<file path="config.mk">
export PLATFORM = sky130hd
export DESIGN_NAME = usb_frame_timer
export DESIGN_NICKNAME = d
export VERILOG_FILES = /design/src/rtl/uft_pkg.sv /design/src/rtl/uft_interval_reg.sv /design/src/rtl/uft_frame_counter.sv /design/src/rtl/uft_write_guard.sv /design/src/rtl/usb_frame_timer.sv
export SDC_FILE = /design/constraint.sdc
export NUM_CORES = 1
export LEC_CHECK = 0
export CELL_PAD_IN_SITES_DETAIL_PLACEMENT = 0
export CELL_PAD_IN_SITES_GLOBAL_PLACEMENT = 1
export CORE_UTILIZATION = 50
export CTS_BUF_LIST = sky130_fd_sc_hd__clkbuf_8
export CTS_CLUSTER_DIAMETER = 30
export DETAILED_ROUTE_END_ITERATION = 10
export DONT_BUFFER_PORTS = 1
export PLACE_DENSITY_LB_ADDON = 0.15
export REMOVE_ABC_BUFFERS = 1
export SYNTH_ARGS = -nofsm -noshare
export SYNTH_HDL_FRONTEND = slang
export SYNTH_SLANG_ARGS = --single-unit
</file>
<file path="constraint.sdc">
create_clock -name clk -period 6.5 [get_ports clk]
set_input_delay 1.3 -clock clk [delete_from_list [all_inputs] [get_ports clk]]
set_output_delay 1.3 -clock clk [all_outputs]
set_load 0.005 [all_outputs]
</file>
<file path="src/rtl/uft_pkg.sv">
// Shared widths and the packed status layout of the frame timer.
// Assumes a full-speed host whose frame counter and frame number fit 16 bits.
package uft_pkg;
    localparam int TIME_W  = 16;
    localparam int FNUM_W  = 16;
    localparam int STAT_W  = TIME_W + FNUM_W;
    localparam logic [TIME_W-1:0] IVL_RESET = 16'd60000;

    typedef struct packed {
        logic [TIME_W-1:0] remaining;
        logic [FNUM_W-1:0] frame;
    } uft_status_t;
endpackage

</file>
<file path="src/rtl/uft_interval_reg.sv">
// Frame-interval register: holds the reload value of the frame counter.
// The counter samples it only at a reload, so a write never cuts a frame short.
module uft_interval_reg #(
    parameter int                TW        = 16,
    parameter logic [TW-1:0]     RESET_VAL = '0
) (
    input  logic          clk,
    input  logic          rst_n,
    input  logic          wr,
    input  logic [TW-1:0] data,
    output logic [TW-1:0] value
);
    // Capture a new interval on the write strobe.
    always_ff @(posedge clk) begin
        if (!rst_n)  value <= RESET_VAL;
        else if (wr) value <= data;
    end
endmodule

</file>
<file path="src/rtl/uft_frame_counter.sv">
// Remaining-time down-counter and frame number with a start-of-frame pulse.
// Assumes run is synchronous to clk; a frame lasts reload_val+1 clocks.
module uft_frame_counter #(
    parameter int TW = 16,
    parameter int FW = 16
) (
    input  logic          clk,
    input  logic          rst_n,
    input  logic          run,
    input  logic [TW-1:0] reload_val,
    output logic [TW-1:0] remaining,
    output logic [FW-1:0] frame,
    output logic          sof
);
    logic active;

    // Count down, reload after zero, and restart the frame number when run rises.
    always_ff @(posedge clk) begin
        if (!rst_n) begin
            remaining <= '0;
            frame     <= '0;
            sof       <= 1'b0;
            active    <= 1'b0;
        end else begin
            sof    <= 1'b0;
            active <= run;
            if (run) begin
                if (!active) begin
                    remaining <= reload_val;
                    frame     <= '0;
                end else if (remaining == '0) begin
                    remaining <= reload_val;
                    frame     <= frame + 1'b1;
                    sof       <= 1'b1;
                end else begin
                    remaining <= remaining - 1'b1;
                end
            end
        end
    end

    AST_DECREMENT: assert property (@(posedge clk) disable iff (!rst_n)
        (run && active && remaining != '0) |=> remaining == TW'($past(remaining) - 1'b1));
    AST_SOF_AFTER_ZERO: assert property (@(posedge clk) disable iff (!rst_n)
        sof |-> $past(remaining) == '0);
    AST_FRAME_STEP: assert property (@(posedge clk) disable iff (!rst_n)
        sof |-> frame == FW'($past(frame) + 1'b1));
    AST_SOF_SINGLE: assert property (@(posedge clk) disable iff (!rst_n)
        sof |=> !sof || remaining == '0);
    AST_HOLD_STOPPED: assert property (@(posedge clk) disable iff (!rst_n)
        !run |=> $stable(remaining) && $stable(frame) && !sof);
endmodule

</file>
<file path="src/rtl/uft_write_guard.sv">
// End-of-frame write guard: grants FIFO writes at once outside the window,
// otherwise holds one request until the next start-of-frame pulse.
// Assumes the requester keeps wr_req high until it sees wr_ready.
module uft_write_guard #(
    parameter int TW = 16
) (
    input  logic          clk,
    input  logic          rst_n,
    input  logic [TW-1:0] remaining,
    input  logic [TW-1:0] thresh,
    input  logic          sof,
    input  logic          wr_req,
    output logic          wr_ready,
    output logic          wr_grant
);
    logic pending;
    logic in_window;

    // Decide between an immediate grant, a deferral, and the release of a held write.
    always_comb begin
        in_window = remaining < thresh;
        wr_ready  = !pending;
        wr_grant  = (pending && sof) || (wr_req && !pending && !in_window);
    end

    // Track the single held write.
    always_ff @(posedge clk) begin
        if (!rst_n)                                pending <= 1'b0;
        else if (pending && sof)                   pending <= 1'b0;
        else if (wr_req && !pending && in_window)  pending <= 1'b1;
    end

    AST_HELD_NO_GRANT: assert property (@(posedge clk) disable iff (!rst_n)
        (pending && !sof) |-> !wr_grant);
    AST_HELD_STAYS: assert property (@(posedge clk) disable iff (!rst_n)
        (pending && !sof) |=> pending);
    AST_RELEASE_FREES: assert property (@(posedge clk) disable iff (!rst_n)
        (pending && sof) |=> wr_ready);
endmodule

</file>
<file path="src/rtl/usb_frame_timer.sv">
// Full-speed USB host frame timer with an end-of-frame FIFO write guard.
// Composes the interval register, the frame counter and the write guard,
// and packs remaining time and frame number into one status word.
module usb_frame_timer
    import uft_pkg::*;
(
    input  logic              clk,
    input  logic              rst_n,
    input  logic              run,
    input  logic              ivl_wr,
    input  logic [TIME_W-1:0] ivl_data,
    input  logic [TIME_W-1:0] guard_thresh,
    input  logic              wr_req,
    output logic              wr_ready,
    output logic              wr_grant,
    output logic [STAT_W-1:0] status,
    output logic              sof
);
    logic [TIME_W-1:0] ivl_value;
    logic [TIME_W-1:0] remaining;
    logic [FNUM_W-1:0] frame;
    uft_status_t       stat;

    uft_interval_reg #(.TW(TIME_W), .RESET_VAL(IVL_RESET)) u_ivl (
        .clk(clk), .rst_n(rst_n), .wr(ivl_wr), .data(ivl_data), .value(ivl_value)
    );

    uft_frame_counter #(.TW(TIME_W), .FW(FNUM_W)) u_cnt (
        .clk(clk), .rst_n(rst_n), .run(run), .reload_val(ivl_value),
        .remaining(remaining), .frame(frame), .sof(sof)
    );

    uft_write_guard #(.TW(TIME_W)) u_guard (
        .clk(clk), .rst_n(rst_n), .remaining(remaining), .thresh(guard_thresh),
        .sof(sof), .wr_req(wr_req), .wr_ready(wr_ready), .wr_grant(wr_grant)
    );

    // Pack the readable status word.
    always_comb begin
        stat.remaining = remaining;
        stat.frame     = frame;
        status         = stat;
    end

    AST_RELOAD_VALUE: assert property (@(posedge clk) disable iff (!rst_n)
        sof |-> status[31:16] == $past(ivl_value));
endmodule

</file>
Word-level counts from Yosys, hierarchy flattened --
Cells that the tools add are included.
Storage, ports and cells: bits in registers 51, bits of input ports 37
Cells by class: $add $sub $neg 2, magnitude comparators 1, eq/ne operators 1, multiplexer cells 5, bitwise gates (word level) 1, reductions and logical operators 11
Operator list (count):
- 2-to-1 mux 16 bit | 4
- adder 16 x 1 -> 16 bit, second input constant | 1
- zero test 16 bit | 1
- < comparator 16 bit | 1
- subtractor 16 x 1 -> 16 bit, second input constant | 1
- logical AND 1 bit | 4
- AND reduction 3 bit | 1
- zero test 1 bit | 2
- inequality test 2 bit, second input constant | 1
- AND reduction 2 bit | 1
- OR reduction 2 bit | 1
- logical OR 1 bit | 1
- 2-to-1 mux 1 bit | 1
- NOT 1 bit | 1

Depth between registers and ports, before layout --
depth after elaboration 4, gate-level depth with buffers 9, gate-level depth less buffers 7

Hierarchy --
A second synthesis with hierarchy kept.
Second synthesis, totals: cells, all modules 357, area total of the unflattened synthesis 3031.7 um^2
By module, submodules not included:
- uft_frame_counter | instances 1, cells an instance 243, area an instance 1960.6 um^2
- uft_interval_reg | instances 1, cells an instance 51, area an instance 598.1 um^2
- uft_write_guard | instances 1, cells an instance 63, area an instance 473.0 um^2

Least setup slack after synthesis --
OpenSTA, ideal clock, no wires.
path type input -> output, from in guard_thresh[7], to out wr_grant, arrival time 2.369 ns, data required time 5.200 ns, slack 2.831 ns, stages 6, path buffers 0, cell sequence inv_1 ha_1 a21oi_1 o21ai_0 o311ai_0 a21oi_1
Between the ends: word-level cells in the longest chain between the ends 4
RTL lines:
- start, declared | RTL line usb_frame_timer.sv:12 | input logic [TIME_W-1:0] guard_thresh,
- < comparator 16 bit | RTL line uft_write_guard.sv:21 | in_window = remaining < thresh;
- zero test 1 bit | RTL line uft_write_guard.sv:23 | wr_grant = (pending && sof) || (wr_req && !pending && !in_window);
- logical AND 1 bit | RTL line uft_write_guard.sv:23
- logical OR 1 bit | RTL line uft_write_guard.sv:23
- end, declared | RTL line usb_frame_timer.sv:15 | output logic wr_grant,
No other way between the ends.

Worst setup path after layout --
Ends and elaborated chain as after synthesis.

==> results.md <==
- Ys flop type: dfxtp_1
- Clk buf depth: 2
- All-layer global routing usage: 24.05%
- CTS buffer count: 5
- Crit path max fanout: 3
- Worst EP arrival: 2680 ps
- Most frequent cells in the layout: 51 x dfxtp_1, 38 x nand2_1, 31 x inv_1, 23 x mux2i_1, 19 x a21oi_1
- Number of synthesized flops with an enable pin: 0
- Asr flop ratio synth: 0%
- DIE WIDTH: 81.11 um
- WL met3: 629 um
- Core ar.: 5991 um^2
- Pre-antenna DRT Iters: 5
- CTS clk-pin slew, worst paths: 100 ps
- Worst Path Required: 5200 ps
- Max-cap violations: 0
- Via Count: 2739
- Setup TNS: 0 ps
- Row count: 28
- CTS Hold Bufs: 0
- Unrepaired setup endpoints after global routing: false
- Synth Area per Inst: 8.389 um^2
- Share of cells above drive strength 1: 5.801%
- # DRC: 0
- NumNets Final: 416
- Final Hold Viols: 0
- Kind of critical path: in2out
- Post-CTS Setup Inserts: 0
- Area post-placement: 3137 um^2
- Overall die area: 6579 um^2
- Final Wtd Congestion: 0.8900
- Fin util: 53.78%
- Gates resized, CTS repair: 0
- Top routing layer used: met4
- Hold path endpoint: u_cnt.remaining[10]$_SDFFE_PN0P_
- Final Setup Violations: 0
- Global-route wire length before repair: 12050 um
- CP Launch Type: input port
- Fmax: 0.2512 GHz
- Lkg Pwr: 1.268 nW
- Final HPWL DP: 5410 um
- TritonCTS clock tree: yes
- Mapped Area: 3129 um^2
- Min cycle time layout: 3981 ps
- Initial DRC count: 298
- Period utilisation layout: 61.25%
- Worst slew margin relative to its limit: 20.03%
- Post-Synthesis Cells: 373
- Syn-to-layout area delta: 2.959%
- Remaining antenna violation count: 0
- Largest net degree at the start of global routing: 51
- IO Count: 72
- Most common cell after layout, fill and taps aside: dfxtp_1
- Initial antenna violation count: 0
- Post-Layout Inst Area: 3222 um^2
- Reg-to-reg endpoint: u_cnt.frame[5]$_SDFFE_PN0P_
- M1 wire length: 3524 um
- IO buf count: 0
- Root buffer cell: clkbuf_8
- Max Clock Skew: 8.441 ps
- Power per cell area: 211.7 nW/um^2
- Register-to-Register Path Depth: 5
- Drt total wl: 7583 um
- Tot Pwr: 0.0006819 W
- Diodes inserted: 0
- # H-tree levels: 2
- Worst-Skew Late Latency: 310 ps
- Die span in y: 81.11 um
- R2R setup slack: 3940 ps
- Max-slew violations: 0
- Status: complete, no violations
- CP Capture Type: output port
- Hold Crit Class: reg2reg
- Worst Hold Launch: u_ivl.value[10]$_SDFFE_PN0P_
- Yosys Warn Count: 0
- Hold Path Cell Cnt: 2
- Total global routing overflow: 0
- Initial Util: 52.23%
- Setup ws final: 2519 ps
- Seq/Total Area, Yosys: 32.63%
- Worst Max-Slew Pin Slew: 1194 ps
- Fill count: 571
- Vias in the first global route: 2366
- Max IR drop VDD: 0.1202 mV
- Routed length per placed instance: 17.35 um
- DR vias/cell: 6.268
- DR WL met2: 3353 um
- Reg2reg start: u_cnt.remaining[9]$_SDFFE_PN0P_
- Pre-CTS WS: 2493 ps
- Post-synth cell types: 55
- Flops & latches, synth: 51
- Clock sink count: 51
how the worst max path moves through the flow:
stage / from / to / depth (start not counted)
after floorplan: guard_thresh[7] / wr_grant / 6
after CTS: guard_thresh[7] / wr_grant / 6
after detailed placement: guard_thresh[7] / wr_grant / 6
final: guard_thresh[7] / wr_grant / 6
after global routing: guard_thresh[7] / wr_grant / 6
after global placement: guard_thresh[7] / wr_grant / 6
cells in the mapped netlist, types with 2 or more instances:
cell type | number | area (um^2)
nand3_1 | 14 | 70.07
nand4_1 | 15 | 93.84
a41o_1 | 4 | 40.04
nor2b_1 | 9 | 56.30
a32o_1 | 2 | 20.02
mux2i_1 | 23 | 230.2
o21ai_1 | 4 | 20.02
mux2_2 | 2 | 22.52
nand3b_1 | 2 | 15.01
clkbuf_1 | 14 | 52.55
nand4b_1 | 2 | 17.52
nor4_2 | 3 | 37.54
a41oi_1 | 3 | 26.28
a31oi_1 | 2 | 12.51
buf_4 | 2 | 15.01
buf_2 | 3 | 15.01
o31ai_1 | 5 | 37.54
inv_1 | 30 | 112.6
nor3_2 | 2 | 20.02
nand2b_1 | 6 | 37.54
a21oi_1 | 19 | 95.09
or4_1 | 7 | 52.55
ha_1 | 18 | 225.2
and3_1 | 4 | 25.02
nor4_1 | 2 | 12.51
nor3b_1 | 2 | 15.01
nor2_1 | 17 | 63.81
and2_1 | 4 | 25.02
o22ai_1 | 4 | 25.02
nor3_1 | 13 | 65.06
o311ai_0 | 3 | 26.28
o21ai_0 | 10 | 50.05
nand2_1 | 38 | 142.6
o211ai_1 | 7 | 52.55
dfxtp_1 | 51 | 1021
or3_1 | 6 | 37.54
a211oi_1 | 2 | 15.01
o311a_1 | 2 | 20.02
per-stage QoR:
| step | hold WS (ps) | instances |
|---|---|---|
| 2_1_floorplan | 431.8 | 353 |
| 3_3_place_gp | 453.9 | 429 |
| 3_5_place_dp | 461.0 | 429 |
| 4_1_cts | 483.7 | 437 |
| 5_1_grt | 509.8 | 437 |
| 6_report | 482.2 | 437 |
where the power goes:
group / total, W / internal, W / switching (W) / leakage [nW]
Sequential: 0.000356 / 0.000329 / 0.0000275 / 0.418
Clock: 0.000184 / 0.0000740 / 0.000110 / 0.0453
Combinational: 0.000142 / 0.0000565 / 0.0000854 / 0.804
area by class of cell:
type	instances	area, um^2	share of cell area, %
repair buffers	1	7.507	0.2330
flip-flops and latches	51	1021	31.69
multi-input cells	272	1902	59.03
inverters	30	112.6	3.495
well taps	75	93.84	2.913
clock buffers	5	68.82	2.136
clock inverters	3	16.27	0.5049
worst max-delay path, cell delays in order:
cell and delay [ps]:
inv_1 20, ha_1 310, a21oi_1 140, o21ai_0 110
o311ai_0 610, a21oi_1 180
flip-flops by register name, summed over array words and instances, names as in the netlist:
name / flops
u_cnt.frame: 16
u_cnt.remaining: 16
u_ivl.value: 16
u_cnt.active: 1
u_cnt.sof: 1
u_guard.pending: 1
metal layers:
metal | up-vias | global-route usage [%]
met1 | 1266 | 34.32
met5 | - | 0
met4 | 0 | 8.750
met2 | 107 | 34.79
met3 | 7 | 5.730
li1 | 1359 | -
cell families (layout without fill, tap and decap cells):
family	after synthesis	after routing	share of synthesized area, %
AND/OR/NAND/NOR	149	149	26.19
AO/OA/AOI/OAI	80	80	19.31
flip-flops	51	51	32.63
buffers and inverters	50	39	6.597
multiplexers	25	25	8.077
adder cells (fa/ha/maj)	18	18	7.197
Note: power is estimated with default switching activity, not from simulation.
